File: src/rtl/uart_flag_pkg.sv
`timescale 1ns/1ps
package uart_flag_pkg;

  // Per-cycle set and clear commands from control to the flag registers.
  typedef struct packed {
    logic setTe;
    logic clrTe;
    logic setRf;
    logic clrRf;
    logic setIdle;
    logic clrIdle;
  } flagStrobes_t;

endpackage

File: src/rtl/uart_flag_ctrl.sv
`timescale 1ns/1ps
module uart_flag_ctrl
  import uart_flag_pkg::*;
#(
  parameter int CHAR_BITS = 8
) (
  input  logic         clk,
  input  logic         rstN,
  input  logic         statusRd,
  input  logic         dataRd,
  input  logic         dataWr,
  input  logic         txLoad,
  input  logic         rxXfer,
  input  logic         rxEn,
  input  logic         bitTick,
  input  logic         rxLine,
  input  logic         nineBit,
  input  logic         txEmpty,
  input  logic         rxFull,
  input  logic         rxIdle,
  output flagStrobes_t strobe
);

  localparam int BASE_THRESH = CHAR_BITS + 2;
  localparam int CNT_W       = $clog2(BASE_THRESH + 2);

  logic             armTe, armRf, armIdle;
  logic             idleQual;
  logic [CNT_W-1:0] onesCnt;
  logic [CNT_W-1:0] thresh;
  logic             clrTe, clrRf, clrIdle, setIdle;

  assign thresh = CNT_W'(BASE_THRESH) + CNT_W'(nineBit);

  // The clear takes effect only when the data access finds the flag armed.
  assign clrTe   = dataWr & armTe;
  assign clrRf   = dataRd & armRf;
  assign clrIdle = dataRd & armIdle;
  assign setIdle = rxEn & idleQual & bitTick & rxLine & (onesCnt == thresh - CNT_W'(1));

  always_comb begin
    strobe         = '0;
    strobe.setTe   = txLoad;
    strobe.clrTe   = clrTe;
    strobe.setRf   = rxXfer;
    strobe.clrRf   = clrRf;
    strobe.setIdle = setIdle;
    strobe.clrIdle = clrIdle;
  end

  // Arming bits: a status read copies the current flag value; the matching
  // data access consumes the arming.
  always_ff @(posedge clk) begin
    if (!rstN) begin
      armTe   <= 1'b0;
      armRf   <= 1'b0;
      armIdle <= 1'b0;
    end else begin
      if (statusRd)    armTe <= txEmpty;
      else if (dataWr) armTe <= 1'b0;
      if (statusRd)    armRf <= rxFull;
      else if (dataRd) armRf <= 1'b0;
      if (statusRd)    armIdle <= rxIdle;
      else if (dataRd) armIdle <= 1'b0;
    end
  end

  // Consecutive-ones counter, saturating at the threshold.
  always_ff @(posedge clk) begin
    if (!rstN || !rxEn) begin
      onesCnt <= '0;
    end else if (bitTick) begin
      if (!rxLine)               onesCnt <= '0;
      else if (onesCnt < thresh) onesCnt <= onesCnt + CNT_W'(1);
    end
  end

  // Idle qualification: needs a received character after enable or after a clear.
  always_ff @(posedge clk) begin
    if (!rstN || !rxEn)            idleQual <= 1'b0;
    else if (rxXfer)               idleQual <= 1'b1;
    else if (clrIdle && !setIdle)  idleQual <= 1'b0;
  end

  a_r6_cnt_bound: assert property (@(posedge clk) disable iff (!rstN)
    onesCnt <= CNT_W'(BASE_THRESH + 1));

  a_r10_cnt_held: assert property (@(posedge clk) disable iff (!rstN)
    !rxEn |=> (onesCnt == '0));

  a_r3_clear_after_read: assert property (@(posedge clk) disable iff (!rstN)
    strobe.clrTe |-> $past(statusRd || armTe));

endmodule

File: src/rtl/uart_flag_regs.sv
`timescale 1ns/1ps
module uart_flag_regs
  import uart_flag_pkg::*;
(
  input  logic         clk,
  input  logic         rstN,
  input  flagStrobes_t strobe,
  input  logic         txQueue,
  input  logic         txBusy,
  input  logic         txDoneIe,
  input  logic         rxFullIe,
  input  logic         idleIe,
  output logic         txEmpty,
  output logic         txComplete,
  output logic         rxFull,
  output logic         rxIdle,
  output logic         txIrq,
  output logic         rxIrq,
  output logic         errIrq
);

  logic teQ, rfQ, idleQ, queuePend;

  // In every flag register, a set in the same cycle as a clear wins.
  always_ff @(posedge clk) begin
    if (!rstN) begin
      teQ       <= 1'b1;
      rfQ       <= 1'b0;
      idleQ     <= 1'b0;
      queuePend <= 1'b0;
    end else begin
      if (strobe.setTe)        teQ <= 1'b1;
      else if (strobe.clrTe)   teQ <= 1'b0;
      if (strobe.setRf)        rfQ <= 1'b1;
      else if (strobe.clrRf)   rfQ <= 1'b0;
      if (strobe.setIdle)      idleQ <= 1'b1;
      else if (strobe.clrIdle) idleQ <= 1'b0;
      if (txQueue)             queuePend <= 1'b1;
      else if (txBusy)         queuePend <= 1'b0;
    end
  end

  assign txEmpty    = teQ;
  assign rxFull     = rfQ;
  assign rxIdle     = idleQ;
  assign txComplete = teQ & ~txBusy & ~queuePend;
  assign txIrq      = txComplete & txDoneIe;
  assign rxIrq      = rfQ & rxFullIe;
  assign errIrq     = idleQ & idleIe;

  a_r4_queue_drops_tc: assert property (@(posedge clk) disable iff (!rstN)
    txQueue |=> !txComplete);

  a_r9_idle_set_wins: assert property (@(posedge clk) disable iff (!rstN)
    strobe.setIdle |=> rxIdle);

endmodule

File: src/rtl/uart_flag_unit.sv
`timescale 1ns/1ps
module uart_flag_unit
  import uart_flag_pkg::*;
#(
  parameter int CHAR_BITS = 8
) (
  input  logic clk,
  input  logic rstN,
  input  logic statusRd,
  input  logic dataRd,
  input  logic dataWr,
  input  logic txDoneIe,
  input  logic rxFullIe,
  input  logic idleIe,
  input  logic txLoad,
  input  logic txQueue,
  input  logic txBusy,
  input  logic rxXfer,
  input  logic rxEn,
  input  logic bitTick,
  input  logic rxLine,
  input  logic nineBit,
  output logic txEmpty,
  output logic txComplete,
  output logic rxFull,
  output logic rxIdle,
  output logic txIrq,
  output logic rxIrq,
  output logic errIrq
);

  flagStrobes_t strobe;

  uart_flag_ctrl #(.CHAR_BITS(CHAR_BITS)) u_ctrl (
    .clk      (clk),
    .rstN     (rstN),
    .statusRd (statusRd),
    .dataRd   (dataRd),
    .dataWr   (dataWr),
    .txLoad   (txLoad),
    .rxXfer   (rxXfer),
    .rxEn     (rxEn),
    .bitTick  (bitTick),
    .rxLine   (rxLine),
    .nineBit  (nineBit),
    .txEmpty  (txEmpty),
    .rxFull   (rxFull),
    .rxIdle   (rxIdle),
    .strobe   (strobe)
  );

  uart_flag_regs u_regs (
    .clk        (clk),
    .rstN       (rstN),
    .strobe     (strobe),
    .txQueue    (txQueue),
    .txBusy     (txBusy),
    .txDoneIe   (txDoneIe),
    .rxFullIe   (rxFullIe),
    .idleIe     (idleIe),
    .txEmpty    (txEmpty),
    .txComplete (txComplete),
    .rxFull     (rxFull),
    .rxIdle     (rxIdle),
    .txIrq      (txIrq),
    .rxIrq      (rxIrq),
    .errIrq     (errIrq)
  );

  a_r3_te_fall_on_write: assert property (@(posedge clk) disable iff (!rstN)
    $fell(txEmpty) |-> $past(dataWr));

  a_r5_rf_fall_on_read: assert property (@(posedge clk) disable iff (!rstN)
    $fell(rxFull) |-> $past(dataRd));

  a_r2_load_sets_te: assert property (@(posedge clk) disable iff (!rstN)
    txLoad |=> txEmpty);

  a_r9_xfer_sets_rf: assert property (@(posedge clk) disable iff (!rstN)
    rxXfer |=> rxFull);

  a_r4_tc_needs_te: assert property (@(posedge clk) disable iff (!rstN)
    txComplete |-> (txEmpty && !txBusy));

  a_r10_no_idle_disabled: assert property (@(posedge clk) disable iff (!rstN)
    !rxEn |=> !$rose(rxIdle));

endmodule

File: config.mk
export PLATFORM = sky130hd
export DESIGN_NAME = uart_flag_unit
export DESIGN_NICKNAME = d
export VERILOG_FILES = /design/src/rtl/uart_flag_pkg.sv /design/src/rtl/uart_flag_ctrl.sv /design/src/rtl/uart_flag_regs.sv /design/src/rtl/uart_flag_unit.sv
export SDC_FILE = /design/constraint.sdc
export NUM_CORES = 1
export LEC_CHECK = 0
export BUFFER_PORTS_ARGS = -buffer_cell sky130_fd_sc_hd__buf_2
export CAP_MARGIN = 20
export CORE_AREA = 2 2 39 41
export CTS_CLUSTER_DIAMETER = 60
export DETAILED_ROUTE_END_ITERATION = 10
export DIE_AREA = 0 0 41 43
export PLACE_DENSITY = 0.68
export RECOVER_POWER = 100
export SYNTH_ARGS = -nofsm -noshare
export SYNTH_HDL_FRONTEND = slang
export SYNTH_SLANG_ARGS = --single-unit
File: constraint.sdc
create_clock -name clk -period 2.97 [get_ports clk]
set_clock_uncertainty 0.1 [all_clocks]
set_input_delay 0.1485 -clock clk [delete_from_list [all_inputs] [get_ports clk]]
set_output_delay 0.1485 -clock clk [all_outputs]
set_load 0.02 [all_outputs]
==> impl_metrics.yaml <==
outcome:
  status: "finished clean"
job:
  cap_violations: 0
floorplan:
  die_h_microns: 43
  dieArea_sq_mm: 0.001763
  fp.dieW_microns: 41
  core_area_sq_mm: 0.001384
  row_count: 14
  ios: 23
  initial_core_util_pct: 40.05
timing:
  fin_tns_setup_ns: 0
  worst_slew_pin_slew_ns: 0.2908
  fin_crit_sh_pct: 53.28
  fin_ws_ns: 1.388
  hold_viol: 0
  period_needed_ns: 1.582
  fmax_mhz: 631.9
  rsz0062_at_grt: "no"
  slew_headroom_pct: 80.60
  drv_slew: 0
  fin_hold_ws_ns: 0.06221
  setup_viol: 0
synthesis:
  synth_area_sq_um: 554.3
  syn_avg_cell_area_sq_um: 8.661
  ys_seq_elements: 12
  synth_cell_types: 24
  syn_inst: 64
  ys_warn_count: 0
  synth_nets: 82
  ys_seq_area_share_pct: 43.34
worst_setup_path:
  cpPeakStageDelay_ns: 0.54
  startpoint: "u_ctrl.onesCnt[0]$_SDFFE_PP0P_"
  cp.required_ns: 3.07
  rr_worst_depth: 4
  crit_arrival_ns: 1.68
  r2r-end: "u_ctrl.idleQual$_SDFFE_PP0P_"
  critPathCapture: "u_ctrl.idleQual$_SDFFE_PP0P_"
  r2r_slack_ns: 1.39
  critical_path_class: "reg -> reg"
  start_kind: "flop"
  crit_fanout: 4
  path_cells: "inv_1, ha_1, or4_1, a21boi_0"
  worstReg2RegStart: "u_ctrl.onesCnt[0]$_SDFFE_PP0P_"
  cp_slowest_cell: "or4_1"
  cp-end-kind: "flop"
place:
  placed_cells: 102
  place_area_sq_um: 684.4
  place.port_buffers: 22
  hpwl_microns: 881.7
  place_congestion: 0.7374
  post-place-ws_ns: 1.421
detailed_routing:
  drc_errors: 0
  wl_per_cell_microns: 10.70
  drtAntennaViolNets: 0
  via_per_inst: 5.110
  dr_total_vias: 557
  firstDrtPassIters: 4
  drt-total-wl_microns: 1166
  drtIter0Drc: 7
grt:
  grt_first_pass_wirelength_microns: 1766
  grt_usage_pct: 15.45
  gr-total-overflow: 0
  grt_max_degree: 8
  first_global_vias: 449
  antenna_found_initial: 0
cts:
  cts.clk_slew.worst_paths_ns: 0.08
  cts_buffers: 3
  clock-root-buffer: "clkbuf_4"
  htreeDepth: 1
  ctsResizeCount: 0
  clock_sinks: 12
  cts_setup_buffers: 0
  insertion_delay_ns: 0.27
  cts_tree: "yes"
  cts_hold_buf: 3
  cts_buffer_depth: 2
worst_hold_path:
  holdCritPathClass: "in -> reg"
power_and_ir_drop:
  seqPwrFrac_pct: 49.4
  comb_power_share_pct: 12.2
  pwr-share-clk_pct: 38.4
  p_int_w: 0.0002600
  p_leak_nw: 0.3117
  swShare_pct: 24.10
  vdd_drop_max_mv: 0.2429
  p_sw_w: 0.00008255
  p_per_area_mw_per_mm2: 462.4
final_layout:
  syn_to_final_growth_pct: 33.63
  fillCellCount: 145
  seqCellArea_sq_um: 240.2
  multi_input_area_sq_um: 299.0
  n_antenna_cell: 0
  drive_gt1_share_pct: 19.35
  final_cell_count_no_fill: 109
  final_nets: 112
  design_area_sq_um: 740.7
-- registers in the layout, indices dropped and copies added (netlist names) --
name	flops
u_ctrl.onesCnt	4
u_ctrl.armIdle	1
u_ctrl.armRf	1
u_ctrl.armTe	1
u_ctrl.idleQual	1
u_regs.queuePend	1
u_regs.rxFull	1
u_regs.rxIdle	1
u_regs.txEmpty	1
-- cells in the final DEF (no fill, tap or decap) --
cell / netlist / routed
buf_2: 0 / 14
dfxtp_1: 12 / 12
clkbuf_1: 0 / 8
nand2_1: 7 / 7
a21oi_1: 7 / 7
nor2_1: 6 / 6
inv_1: 4 / 4
nor3b_1: 4 / 4
and2_1: 3 / 3
clkbuf_4: 0 / 3
dlygate4sd3_1: 0 / 3
nand4b_1: 2 / 2
nand3_1: 2 / 2
mux2i_1: 2 / 2
ha_1: 2 / 2
and2_0: 1 / 1
o21ai_0: 1 / 1
a31oi_1: 1 / 1
and4_1: 1 / 1
nor3_1: 1 / 1
nor2b_1: 1 / 1
nand2b_1: 1 / 1
a22o_1: 1 / 1
xor2_1: 1 / 1
or4_1: 1 / 1
a21boi_0: 0 / 1
a41oi_1: 1 / 1
a211o_1: 1 / 1
clkbuf_8: 0 / 1
-- cell type report --
class | instances | share of cell area [%]
multi-input cells | 48 | 40.37
repair buffers | 25 | 17.57
flip-flops and latches | 12 | 32.43
inverters | 4 | 2.027
clock buffers | 4 | 4.899
well taps | 16 | 2.703
-- per-layer routing --
layer | part of all wire, % | track usage [%]
met5 | 0 | 0
met4 | 0 | 8.000
met3 | 9.0 | 8.377
met2 | 46 | 22.50
met1 | 44 | 17.38
-- Yosys cell counts (all sizes together) --
library cell  count  area share [%]
dfxtp            12              43
a21oi             7             6.3
nand2             7             4.7
nor2              6             4.1
and2              4             4.5
inv               4             2.7
nor3b             4             5.4
ha                2             4.5
mux2i             2             3.6
nand3             2             1.8
nand4b            2             3.2
a211o             1             1.6
a21boi            1             1.4
a22o              1             1.6
a31oi             1             1.1
a41oi             1             1.6
and4              1             1.6
nand2b            1             1.1
nor2b             1             1.1
nor3              1            0.90
o21ai             1            0.90
or4               1             1.4
xor2              1             1.6
-- per-stage QoR --
| stage | power [W] | util (%) |
|---|---|---|
| after CTS | 0.0003486 | 54.25 |
| after global routing | 0.0003612 | 53.53 |
| after floorplan | 0.0001923 | - |
| after global placement | 0.0002121 | 49.46 |
| final | 0.0003425 | 53.53 |
| after detailed placement | 0.0002128 | 49.46 |
-- how the worst min path moves through the flow --
stage                     cells after the start  slack, ns                     endpoint   start
after global placement                        2       0.23  u_regs.txEmpty$_SDFFE_PP1P_  txLoad
after CTS                                     3       0.06  u_regs.txEmpty$_SDFFE_PP1P_  dataWr
after global routing                          3       0.05  u_regs.txEmpty$_SDFFE_PP1P_  dataWr
after floorplan                               1       0.14  u_regs.txEmpty$_SDFFE_PP1P_  txLoad
after detailed placement                      2       0.23  u_regs.txEmpty$_SDFFE_PP1P_  txLoad
final                                         3       0.06  u_regs.txEmpty$_SDFFE_PP1P_  dataWr
-- power by group through the flow --
| stage | logic, W | registers (W) | clock network (W) |
|---|---|---|---|
| 2_1_floorplan | 0.0000185 | 0.000174 | 0 |
| 3_3_place_gp | 0.0000394 | 0.000173 | 0 |
| 5_1_grt | 0.0000472 | 0.000170 | 0.000144 |
| 6_report | 0.0000419 | 0.000169 | 0.000131 |
| 3_5_place_dp | 0.0000397 | 0.000173 | 0 |
| 4_1_cts | 0.0000431 | 0.000169 | 0.000136 |
-- logic make-up (layout without fill, tap and decap cells) --
group,count (synthesis),count (layout),synth area share (%)
and+or+nand+nor,30,30,29.80
DFF,12,12,43.34
adders and majority gates,2,2,4.514
xor gates and xnor gates,1,1,1.580
buffers and inverters,4,33,2.708
muxes,2,2,3.612
AOI/OAI and AO/OA,13,13,14.45
-- critical path: cells and delay by family (launching register included) --
kind                     cells  cell delay (ns)
AO/OA/AOI/OAI                1             0.17
adder cells (fa/ha/maj)      1             0.26
buffers and inverters        1             0.07
flip-flops                   1             0.38
AND/OR/NAND/NOR              1             0.54
No activity file was read; power rests on OpenSTA's default activity.
